<file path="src/rtl/clk_period_pkg.sv">
package clk_period_pkg;
   // control word field positions (consumed by the selector and the PLL stages)
   localparam int PLL_RST_BIT  = 0;
   localparam int PLL_PD_BIT   = 1;
   localparam int PLL_BYP_BIT  = 4;
   localparam int PLL_MUL_LSB  = 12;
   localparam int PLL_MUL_W    = 7;
   localparam int PER_SEL_LSB  = 4;
   localparam int PER_SEL_W    = 2;
   localparam int PER_DIV_LSB  = 8;
   localparam int PER_DIV_W    = 6;
   localparam int NUM_PLL      = 3;
   localparam int NUM_PER_OUT  = 2;

   typedef enum logic [PER_SEL_W-1:0] {
      SRC_IO_A = 2'd0,
      SRC_IO_B = 2'd1,
      SRC_CPU  = 2'd2,
      SRC_MEM  = 2'd3
   } src_sel_e;

   typedef enum int {
      PLL_IO  = 0,
      PLL_CPU = 1,
      PLL_MEM = 2
   } pll_idx_e;
endpackage

</file>
<file path="src/rtl/pll_period_unit.sv">
module pll_period_unit
   import clk_period_pkg::*;
#(
   parameter int PW = 32,
   parameter int CW = 32
) (
   input  logic          clk,
   input  logic          rst_n,
   input  logic [PW-1:0] in_period,
   input  logic [CW-1:0] ctrl,
   output logic [PW-1:0] period_q
);
   localparam int MUL_MSB = PLL_MUL_LSB + PLL_MUL_W - 1;

   generate
      if (CW <= MUL_MSB) begin : g_bad_cw
         $error("pll_period_unit: control width too narrow for multiplier field");
      end
      if (PW < PLL_MUL_W) begin : g_bad_pw
         $error("pll_period_unit: period width below multiplier width");
      end
   endgenerate

   logic                 byp, stop;
   logic [PLL_MUL_W-1:0] mult;
   logic [PW-1:0]        period_d;

   always_comb begin
      byp  = ctrl[PLL_BYP_BIT];
      stop = ctrl[PLL_RST_BIT] | ctrl[PLL_PD_BIT];
      mult = ctrl[MUL_MSB:PLL_MUL_LSB];
      if (byp)
         period_d = in_period;
      else if (stop || (mult == '0))
         period_d = '0;
      else
         period_d = in_period / PW'(mult);
   end

   always_ff @(posedge clk or negedge rst_n) begin
      if (!rst_n) period_q <= '0;
      else        period_q <= period_d;
   end


   bypass_passthru_chk: assert property (@(posedge clk) disable iff (!rst_n)
      ctrl[PLL_BYP_BIT] |=> period_q == $past(in_period));


   stopped_zero_chk: assert property (@(posedge clk) disable iff (!rst_n)
      (!ctrl[PLL_BYP_BIT] && (ctrl[PLL_RST_BIT] || ctrl[PLL_PD_BIT])) |=> period_q == '0);


   zero_mult_chk: assert property (@(posedge clk) disable iff (!rst_n)
      (ctrl[PLL_BYP_BIT] == 1'b0 && ctrl[MUL_MSB:PLL_MUL_LSB] == '0) |=> period_q == '0);
endmodule

</file>
<file path="src/rtl/periph_period_unit.sv">
module periph_period_unit #(
   parameter int PW      = 32,
   parameter int DIV_W   = 6,
   parameter int SEL_W   = 2,
   parameter bit SAT_MUL = 1'b1
) (
   input  logic                      clk,
   input  logic                      rst_n,
   input  logic [(1<<SEL_W)-1:0][PW-1:0] src_periods,
   input  logic [SEL_W-1:0]          sel,
   input  logic [DIV_W-1:0]          divisor,
   input  logic                      enable,
   output logic [PW-1:0]             period_q
);
   localparam int PROD_W = PW + DIV_W;

   generate
      if (DIV_W < 1 || SEL_W < 1) begin : g_bad_cfg
         $error("periph_period_unit: divisor and select widths must be positive");
      end
   endgenerate

   logic [PW-1:0]     chosen;
   logic [DIV_W-1:0]  eff_div;
   logic [PROD_W-1:0] prod;
   logic [PW-1:0]     fitted;
   logic [PW-1:0]     period_d;

   always_comb begin
      chosen  = src_periods[sel];
      eff_div = (divisor == '0) ? DIV_W'(1) : divisor;
      prod    = PROD_W'(chosen) * PROD_W'(eff_div);
   end

   generate
      if (SAT_MUL) begin : g_sat
         always_comb fitted = (prod[PROD_W-1:PW] != '0) ? '1 : prod[PW-1:0];
      end else begin : g_wrap
         always_comb fitted = prod[PW-1:0];
      end
   endgenerate

   always_comb period_d = enable ? fitted : '0;

   always_ff @(posedge clk or negedge rst_n) begin
      if (!rst_n) period_q <= '0;
      else        period_q <= period_d;
   end


   gated_off_chk: assert property (@(posedge clk) disable iff (!rst_n)
      !enable |=> period_q == '0);


   unit_div_src_chk: assert property (@(posedge clk) disable iff (!rst_n)
      (enable && divisor == DIV_W'(1)) |=> period_q == $past(src_periods[sel]));
endmodule

</file>
<file path="src/rtl/input_change_det.sv">
module input_change_det #(
   parameter int W = 160
) (
   input  logic         clk,
   input  logic         rst_n,
   input  logic [W-1:0] din,
   output logic         strobe_q
);
   generate
      if (W < 1) begin : g_bad_w
         $error("input_change_det: width must be positive");
      end
   endgenerate

   logic [W-1:0] prev_q;
   logic         chg_q;

   always_ff @(posedge clk or negedge rst_n) begin
      if (!rst_n) begin
         prev_q   <= '0;
         chg_q    <= 1'b0;
         strobe_q <= 1'b0;
      end else begin
         prev_q   <= din;
         chg_q    <= (din != prev_q);
         strobe_q <= chg_q;
      end
   end


   strobe_single_chk: assert property (@(posedge clk) disable iff (!rst_n)
      (strobe_q && $stable(din) && $past(din) == prev_q) |=> !strobe_q);
endmodule

</file>
<file path="src/rtl/clk_period_calc.sv">
module clk_period_calc
   import clk_period_pkg::*;
#(
   parameter int PW      = 32,
   parameter int CW      = 32,
   parameter bit SAT_MUL = 1'b1
) (
   input  logic          clk,
   input  logic          rst_n,
   input  logic [PW-1:0] ref_period,
   input  logic [CW-1:0] io_pll_ctrl,
   input  logic [CW-1:0] cpu_pll_ctrl,
   input  logic [CW-1:0] mem_pll_ctrl,
   input  logic [CW-1:0] periph_ctrl,
   output logic [PW-1:0] io_pll_period,
   output logic [PW-1:0] cpu_pll_period,
   output logic [PW-1:0] mem_pll_period,
   output logic [PW-1:0] periph0_period,
   output logic [PW-1:0] periph1_period,
   output logic          update_pulse
);
   localparam int NSRC  = 1 << PER_SEL_W;
   localparam int DET_W = PW + 4 * CW;

   generate
      if (CW < PER_DIV_LSB + PER_DIV_W) begin : g_bad_cw
         $error("clk_period_calc: control width too narrow for peripheral fields");
      end
   endgenerate

   logic [NUM_PLL-1:0][CW-1:0] pll_ctrl;
   logic [NUM_PLL-1:0][PW-1:0] pll_s1;
   logic [NUM_PLL-1:0][PW-1:0] pll_s2;
   logic [NSRC-1:0][PW-1:0]    src_periods;
   logic [NUM_PER_OUT-1:0][PW-1:0] per_out;
   logic [CW-1:0]              per_ctrl_q;
   src_sel_e                   sel;

   assign pll_ctrl[PLL_IO]  = io_pll_ctrl;
   assign pll_ctrl[PLL_CPU] = cpu_pll_ctrl;
   assign pll_ctrl[PLL_MEM] = mem_pll_ctrl;

   // stage 1: PLL periods and captured peripheral word
   for (genvar p = 0; p < NUM_PLL; p++) begin : g_pll
      pll_period_unit #(.PW(PW), .CW(CW)) u_pll (
         .clk       (clk),
         .rst_n     (rst_n),
         .in_period (ref_period),
         .ctrl      (pll_ctrl[p]),
         .period_q  (pll_s1[p])
      );
   end

   always_ff @(posedge clk or negedge rst_n) begin
      if (!rst_n) per_ctrl_q <= '0;
      else        per_ctrl_q <= periph_ctrl;
   end

   // source table: both low codes resolve to the IO PLL
   always_comb begin
      src_periods[SRC_IO_A] = pll_s1[PLL_IO];
      src_periods[SRC_IO_B] = pll_s1[PLL_IO];
      src_periods[SRC_CPU]  = pll_s1[PLL_CPU];
      src_periods[SRC_MEM]  = pll_s1[PLL_MEM];
      sel = src_sel_e'(per_ctrl_q[PER_SEL_LSB +: PER_SEL_W]);
   end

   // stage 2: peripheral outputs and aligned PLL periods
   for (genvar o = 0; o < NUM_PER_OUT; o++) begin : g_out
      periph_period_unit #(
         .PW(PW), .DIV_W(PER_DIV_W), .SEL_W(PER_SEL_W), .SAT_MUL(SAT_MUL)
      ) u_per (
         .clk         (clk),
         .rst_n       (rst_n),
         .src_periods (src_periods),
         .sel         (sel),
         .divisor     (per_ctrl_q[PER_DIV_LSB +: PER_DIV_W]),
         .enable      (per_ctrl_q[o]),
         .period_q    (per_out[o])
      );
   end

   always_ff @(posedge clk or negedge rst_n) begin
      if (!rst_n) pll_s2 <= '0;
      else        pll_s2 <= pll_s1;
   end

   input_change_det #(.W(DET_W)) u_det (
      .clk      (clk),
      .rst_n    (rst_n),
      .din      ({ref_period, io_pll_ctrl, cpu_pll_ctrl, mem_pll_ctrl, periph_ctrl}),
      .strobe_q (update_pulse)
   );

   assign io_pll_period  = pll_s2[PLL_IO];
   assign cpu_pll_period = pll_s2[PLL_CPU];
   assign mem_pll_period = pll_s2[PLL_MEM];
   assign periph0_period = per_out[0];
   assign periph1_period = per_out[1];


   pll_divide_align_chk: assert property (@(posedge clk) disable iff (!rst_n)
      1'b1 |=> io_pll_period == $past(pll_s1[PLL_IO]));
endmodule

</file>
<file path="config.mk">
export PLATFORM = sky130hd
export DESIGN_NAME = clk_period_calc
export DESIGN_NICKNAME = d
export VERILOG_FILES = /design/src/rtl/clk_period_pkg.sv /design/src/rtl/pll_period_unit.sv /design/src/rtl/periph_period_unit.sv /design/src/rtl/input_change_det.sv /design/src/rtl/clk_period_calc.sv
export SDC_FILE = /design/constraint.sdc
export NUM_CORES = 2
export LEC_CHECK = 0
export ABC_AREA = 0
export BUFFER_PORTS_ARGS = -buffer_cell sky130_fd_sc_hd__buf_2
export CORE_MARGIN = 3
export CORE_UTILIZATION = 59
export CTS_BUF_LIST = sky130_fd_sc_hd__clkbuf_4 sky130_fd_sc_hd__clkbuf_8 sky130_fd_sc_hd__clkbuf_16
export DETAILED_ROUTE_END_ITERATION = 10
export GPL_TIMING_DRIVEN = 0
export PLACE_DENSITY = 0.89
export SETUP_SLACK_MARGIN = 0.02
export SYNTH_ARGS = -nofsm -noshare
export SYNTH_HDL_FRONTEND = slang
export SYNTH_SLANG_ARGS = --single-unit
</file>
<file path="constraint.sdc">
create_clock -name clk -period 9.8 [get_ports clk]
set_clock_uncertainty 0.1 [all_clocks]
set_input_delay 0 -clock clk [delete_from_list [all_inputs] [get_ports clk]]
set_output_delay 0 -clock clk [all_outputs]
set_load 0.02 [all_outputs]
</file>
==> results.sh, run 1 <==
export IMPL_status="stopped before the end"
export IMPL_haltStage="global routing (5_1_grt)"
export IMPL_error="[ERROR GRT-0232] Routing congestion too high. Check the congestion heatmap in the GUI."
export IMPL_grt_max_degree=128
export IMPL_synthesis_nets=10799
export IMPL_yosys_most_used_dff="dfrtp_1"
export IMPL_synth_top_area_share_pct=14.01
export IMPL_syn_area_per_cell_um2=7.572
export IMPL_die_w_um=361.7
export IMPL_netlist_instances=9858
export IMPL_yosys_top_cells_area="dfrtp_1 (14%), ha_1 (11%), nand2_1 (4.8%), nor2_1 (4.6%), o21a_1 (4.4%)"
export IMPL_row_count=129
export IMPL_port_buffers=322
export IMPL_ys_warn_count=0
export IMPL_async_flop_share_pct=100.0
export IMPL_ys_ff_latch=418
export IMPL_grt_usage_pct=80.20
export IMPL_root_buffer="clkbuf_16"
export IMPL_finalWeightedCongestion=1.018
export IMPL_cts_sinks=418
export IMPL_ys_seq_area_share_pct=14.01
export IMPL_h_tree_depth=2
export IMPL_grt_overflow=882
export IMPL_dpl_cell_area_um2=81020
export IMPL_hpwl_um=213900
export IMPL_yosys_area_top_type="dfrtp_1"
export IMPL_ctsLongestPathBuffers=3
export IMPL_cts_buffers=48
export IMPL_start_util_pct=59.90
export IMPL_synth_edff_count=0
export IMPL_synth_cell_type_count=162
export IMPL_syn_area_um2=74640
export IMPL_die_y_um=361.7
export IMPL_ioPinCount=323
==> stage by stage <==
step | worst slack [ns] | cells
CTS | -59.72 | 13439
global placement | -69.98 | 11817
detailed placement | -72.17 | 11829
floorplan | -60.41 | 9858
==> cells by family after synthesis <==
group / synth area share (%)
AOI/OAI and AO/OA: 27.23
xor gates and xnor gates: 7.468
and+or+nand+nor: 28.62
buffers and inverters: 3.834
adders and majority gates: 14.38
DFF: 14.01
muxes: 4.452
==> routing by layer <==
layer | GRT overflow | GRT usage [%]
met5 | 19 | 58.24
met4 | 224 | 72.05
met3 | 87 | 73.13
met2 | 436 | 92.62
met1 | 116 | 79.43
==> synthesized netlist by cell type (146+ instances only) <==
cell type,n
nand2_1,954
nor2_1,905
ha_1,658
nor3_1,532
a21oi_1,511
o21ai_0,468
o21a_1,437
dfrtp_1,418
xnor2_1,368
inv_1,315
nand3_1,279
clkbuf_1,276
xor2_1,259
o31ai_1,223
nor2b_1,184
mux2i_1,160
nand4_1,158
mux2_2,146
==> timing repair <==
action	in CTS
hold endpoints to repair	533
resized for setup	719
hold buffers	306
setup endpoints to repair	139
pin swaps	601
cloned	6
setup buffers	1223
==> run 2, diff against run 1 <==
Settings changed: CORE_UTILIZATION 59 to 40, CTS_BUF_LIST sky130_fd_sc_hd__clkbuf_4 sky130_fd_sc_hd__clkbuf_8 sky130_fd_sc_hd__clkbuf_16 to not set, PLACE_DENSITY 0.89 to not set, PLACE_DENSITY_LB_ADDON set to 0.15, SETUP_SLACK_MARGIN 0.02 to not set.
Clock period 9.8 ns to 12.7 ns, I/O delays scaled along.
==> run 2 against run 1 <==
The flow now finishes, with violations (setup timing). Synthesized cell count unchanged. Synthesized area unchanged.
==> results.sh, run 2 <==
export IMPL_yosys_top_cells_area="dfrtp_1 (14%), ha_1 (11%), nand2_1 (4.8%), nor2_1 (4.6%), o21a_1 (4.4%)"
export IMPL_slowest_delay_ns=0.61
export IMPL_mostFrequentLayoutCells="buf_4 (1,540), nand2_1 (894), nor2_1 (769), ha_1 (554), nor3_1 (502)"
export IMPL_tritoncts="done"
export IMPL_fin_crit_sh_pct=550.8
export IMPL_yosysMostFrequentCell="nand2_1"
export IMPL_fmax_mhz=14.30
export IMPL_required_ns=13.14
export IMPL_hold_viol=0
export IMPL_yosys_most_used_dff="dfrtp_1"
export IMPL_yosys_area_top_type="dfrtp_1"
export IMPL_synthesis_nets=10799
export IMPL_r2r_start="u_det.prev_q[5]"
export IMPL_top_regs="u_det.prev_q: 160 flops, g_pll.u_pll.period_q: 96 flops, g_out.u_per.period_q: 64 flops"
export IMPL_cts_buffers=48
export IMPL_wl_per_cell_um=21.72
export IMPL_min_path_type="input pin to flip-flop"
export IMPL_cts_clk_slew_worst_paths_ns=0.06
export IMPL_dieArea_um2=191800
export IMPL_grt_max_degree=120
export IMPL_setup_violations_final=80
export IMPL_path_class="input pin to flip-flop"
export IMPL_routed_wl_um=317900
export IMPL_crit_path_end="g_pll[1].u_pll.period_q[0]"
export IMPL_worstHoldStart="io_pll_ctrl[14]"
export IMPL_root_buffer="clkbuf_16"
export IMPL_register_area_um2=10460
export IMPL_finalWorstSetupSlack_ns=-57.25
export IMPL_die_y_um=438.0
export IMPL_synth_edff_count=0
export IMPL_tightest_slew_ns=1.441
export IMPL_ys_warn_count=0
export IMPL_maxSlewViolCount=0
export IMPL_grt_pass1_vias=84136
export IMPL_grt_overflow=0
export IMPL_violations="setup timing"
export IMPL_via_count=88557
export IMPL_viasPerCell=6.050
export IMPL_crit_slowest_cell="or4_4"
export IMPL_first_pass_iters=7
export IMPL_h_tree_depth=2
export IMPL_row_count=157
export IMPL_syn_area_per_cell_um2=7.572
export IMPL_drv_cap=0
export IMPL_largest_register="u_det.prev_q"
export IMPL_fillers=16646
export IMPL_ctsLongestPathBuffers=3
export IMPL_synth_top_area_share_pct=14.01
export IMPL_ff2ff_setup_slack_ns=-0.13
export IMPL_cts_sinks=418
export IMPL_synthToLayoutAreaGrowth_pct=40.22
export IMPL_hold_depth=6
export IMPL_initialDrtViolationCount=7056
export IMPL_multi_input_area_um2=68170
export IMPL_final_util_pct=56.80
export IMPL_core_area_um2=184300
export IMPL_die_w_um=438.0
export IMPL_drc=0
export IMPL_crit_fanout=8
export IMPL_finalWeightedCongestion=0.9230
export IMPL_hpwl_um=228900
export IMPL_grt_antenna_before_repair=21
export IMPL_nets=13060
export IMPL_final_antenna_net_count=0
export IMPL_r2r_end="g_out[1].u_per.period_q[9]"
export IMPL_clk_latency_ns=0.70
export IMPL_grt_usage_pct=30.82
export IMPL_netlist_instances=9858
export IMPL_ys_seq_area_share_pct=14.01
export IMPL_worstSetupStartpoint="cpu_pll_ctrl[12]"
export IMPL_layout_min_cycle_time_ns=69.95
export IMPL_crit_path_frequent_cell="o21a_1"
export IMPL_largest_reg_flops=160
export IMPL_status="finished with violations"
export IMPL_mostFrequentLayoutCell="buf_4"
export IMPL_layout_drive_gt1_share_pct=29.28
export IMPL_grt_pass1_wl_um=477400
export IMPL_async_flop_share_pct=100.0
export IMPL_port_buffers=322
export IMPL_cp_arrival_ns=70.39
export IMPL_syn_area_um2=74640
export IMPL_relSlewSlack_pct=3.143
export IMPL_ff2ff_path_depth=52
export IMPL_ys_ff_latch=418
export IMPL_start_kind="input pin"
export IMPL_ioPinCount=323
export IMPL_yosys_top_cells_count="nand2_1 (954), nor2_1 (905), ha_1 (658)"
export IMPL_pre_cts_ws_ns=-69.19
export IMPL_synth_cell_type_count=162
export IMPL_start_util_pct=40.51
export IMPL_critPathCaptureType="flip-flop"
export IMPL_grt_setup_unrepaired="true"
-- run 2: final cells by class --
cell class	instances	area share (%)
inverter	315	1.157
timing repair buffer	2233	16.55
clock buffer	57	1.218
antenna	16	0.03826
sequential	418	9.994
clock inverter	32	0.4364
tap	2464	2.946
timing repair inverter	3	0.01435
multi-input combinational	8741	65.13
buffer	359	2.518
-- run 2: critical path: cells and delay by family --
family | cells | cell delay (ns)
buffers and inverters | 67 | 9.12
AO/OA/AOI/OAI | 183 | 31.72
adder cells (fa/ha/maj) | 30 | 7.54
AND/OR/NAND/NOR | 115 | 18.58
multiplexers | 14 | 3.21
-- run 2: metal layers --
metal / vias up / global-route usage, % / wire length [um]
met3: 756 / 3.636 / 19820
met1: 43030 / 39.42 / 133100
met5: - / 0 / 9
met2: 3267 / 50.51 / 144400
li1: 41502 / - / -
met4: 2 / 16.89 / 20480
-- run 2: cells by family after synthesis --
group	Yosys count	share of synthesized area, %
compound gates	2888	27.23
xor+xnor	631	7.468
fa+ha+maj	787	14.38
buf+inv	699	3.834
flops	418	14.01
mux	312	4.452
simple gates	4123	28.62
-- run 2: what timing repair did --
action / CTS / global route
pin swaps: 500 / 653
setup buffers: 1079 / 496
endpoints found under the setup margin: 99 / 134
hold buffers: 318 / 2
gates resized for setup: 659 / 576
gates cloned: 6 / 2
endpoints found under the hold margin: 408 / 2
-- run 2: stage by stage --
stage | cells | hold slack (ns) | setup TNS [ns] | instance area (um2)
6_report | 14638 | 0.005253 | -1975.92 | 104700
5_1_grt | 14634 | 0.02625 | -2126.17 | 104700
4_1_cts | 14137 | 0.0004152 | -1957.36 | 98160
3_5_place_dp | 12657 | -0.06390 | -2491.99 | 82120
3_3_place_gp | 12644 | 0.02149 | -2452.33 | 81840
2_1_floorplan | 9858 | -0.3956 | -1962.97 | 77140
-- run 2: how the worst min path moves through the flow --
stage / endpoint
floorplan: cpu_pll_period[0]
global placement: u_det.prev_q[138]
detailed placement: mem_pll_period[26]
CTS: u_det.prev_q[77]
global route: u_det.prev_q[145]
finish: g_pll[0].u_pll.period_q[3]
Power of run 2 is left out: the tool's default activity adds up to more than one toggle a clock period on the data nets, which glitch-free logic cannot reach.
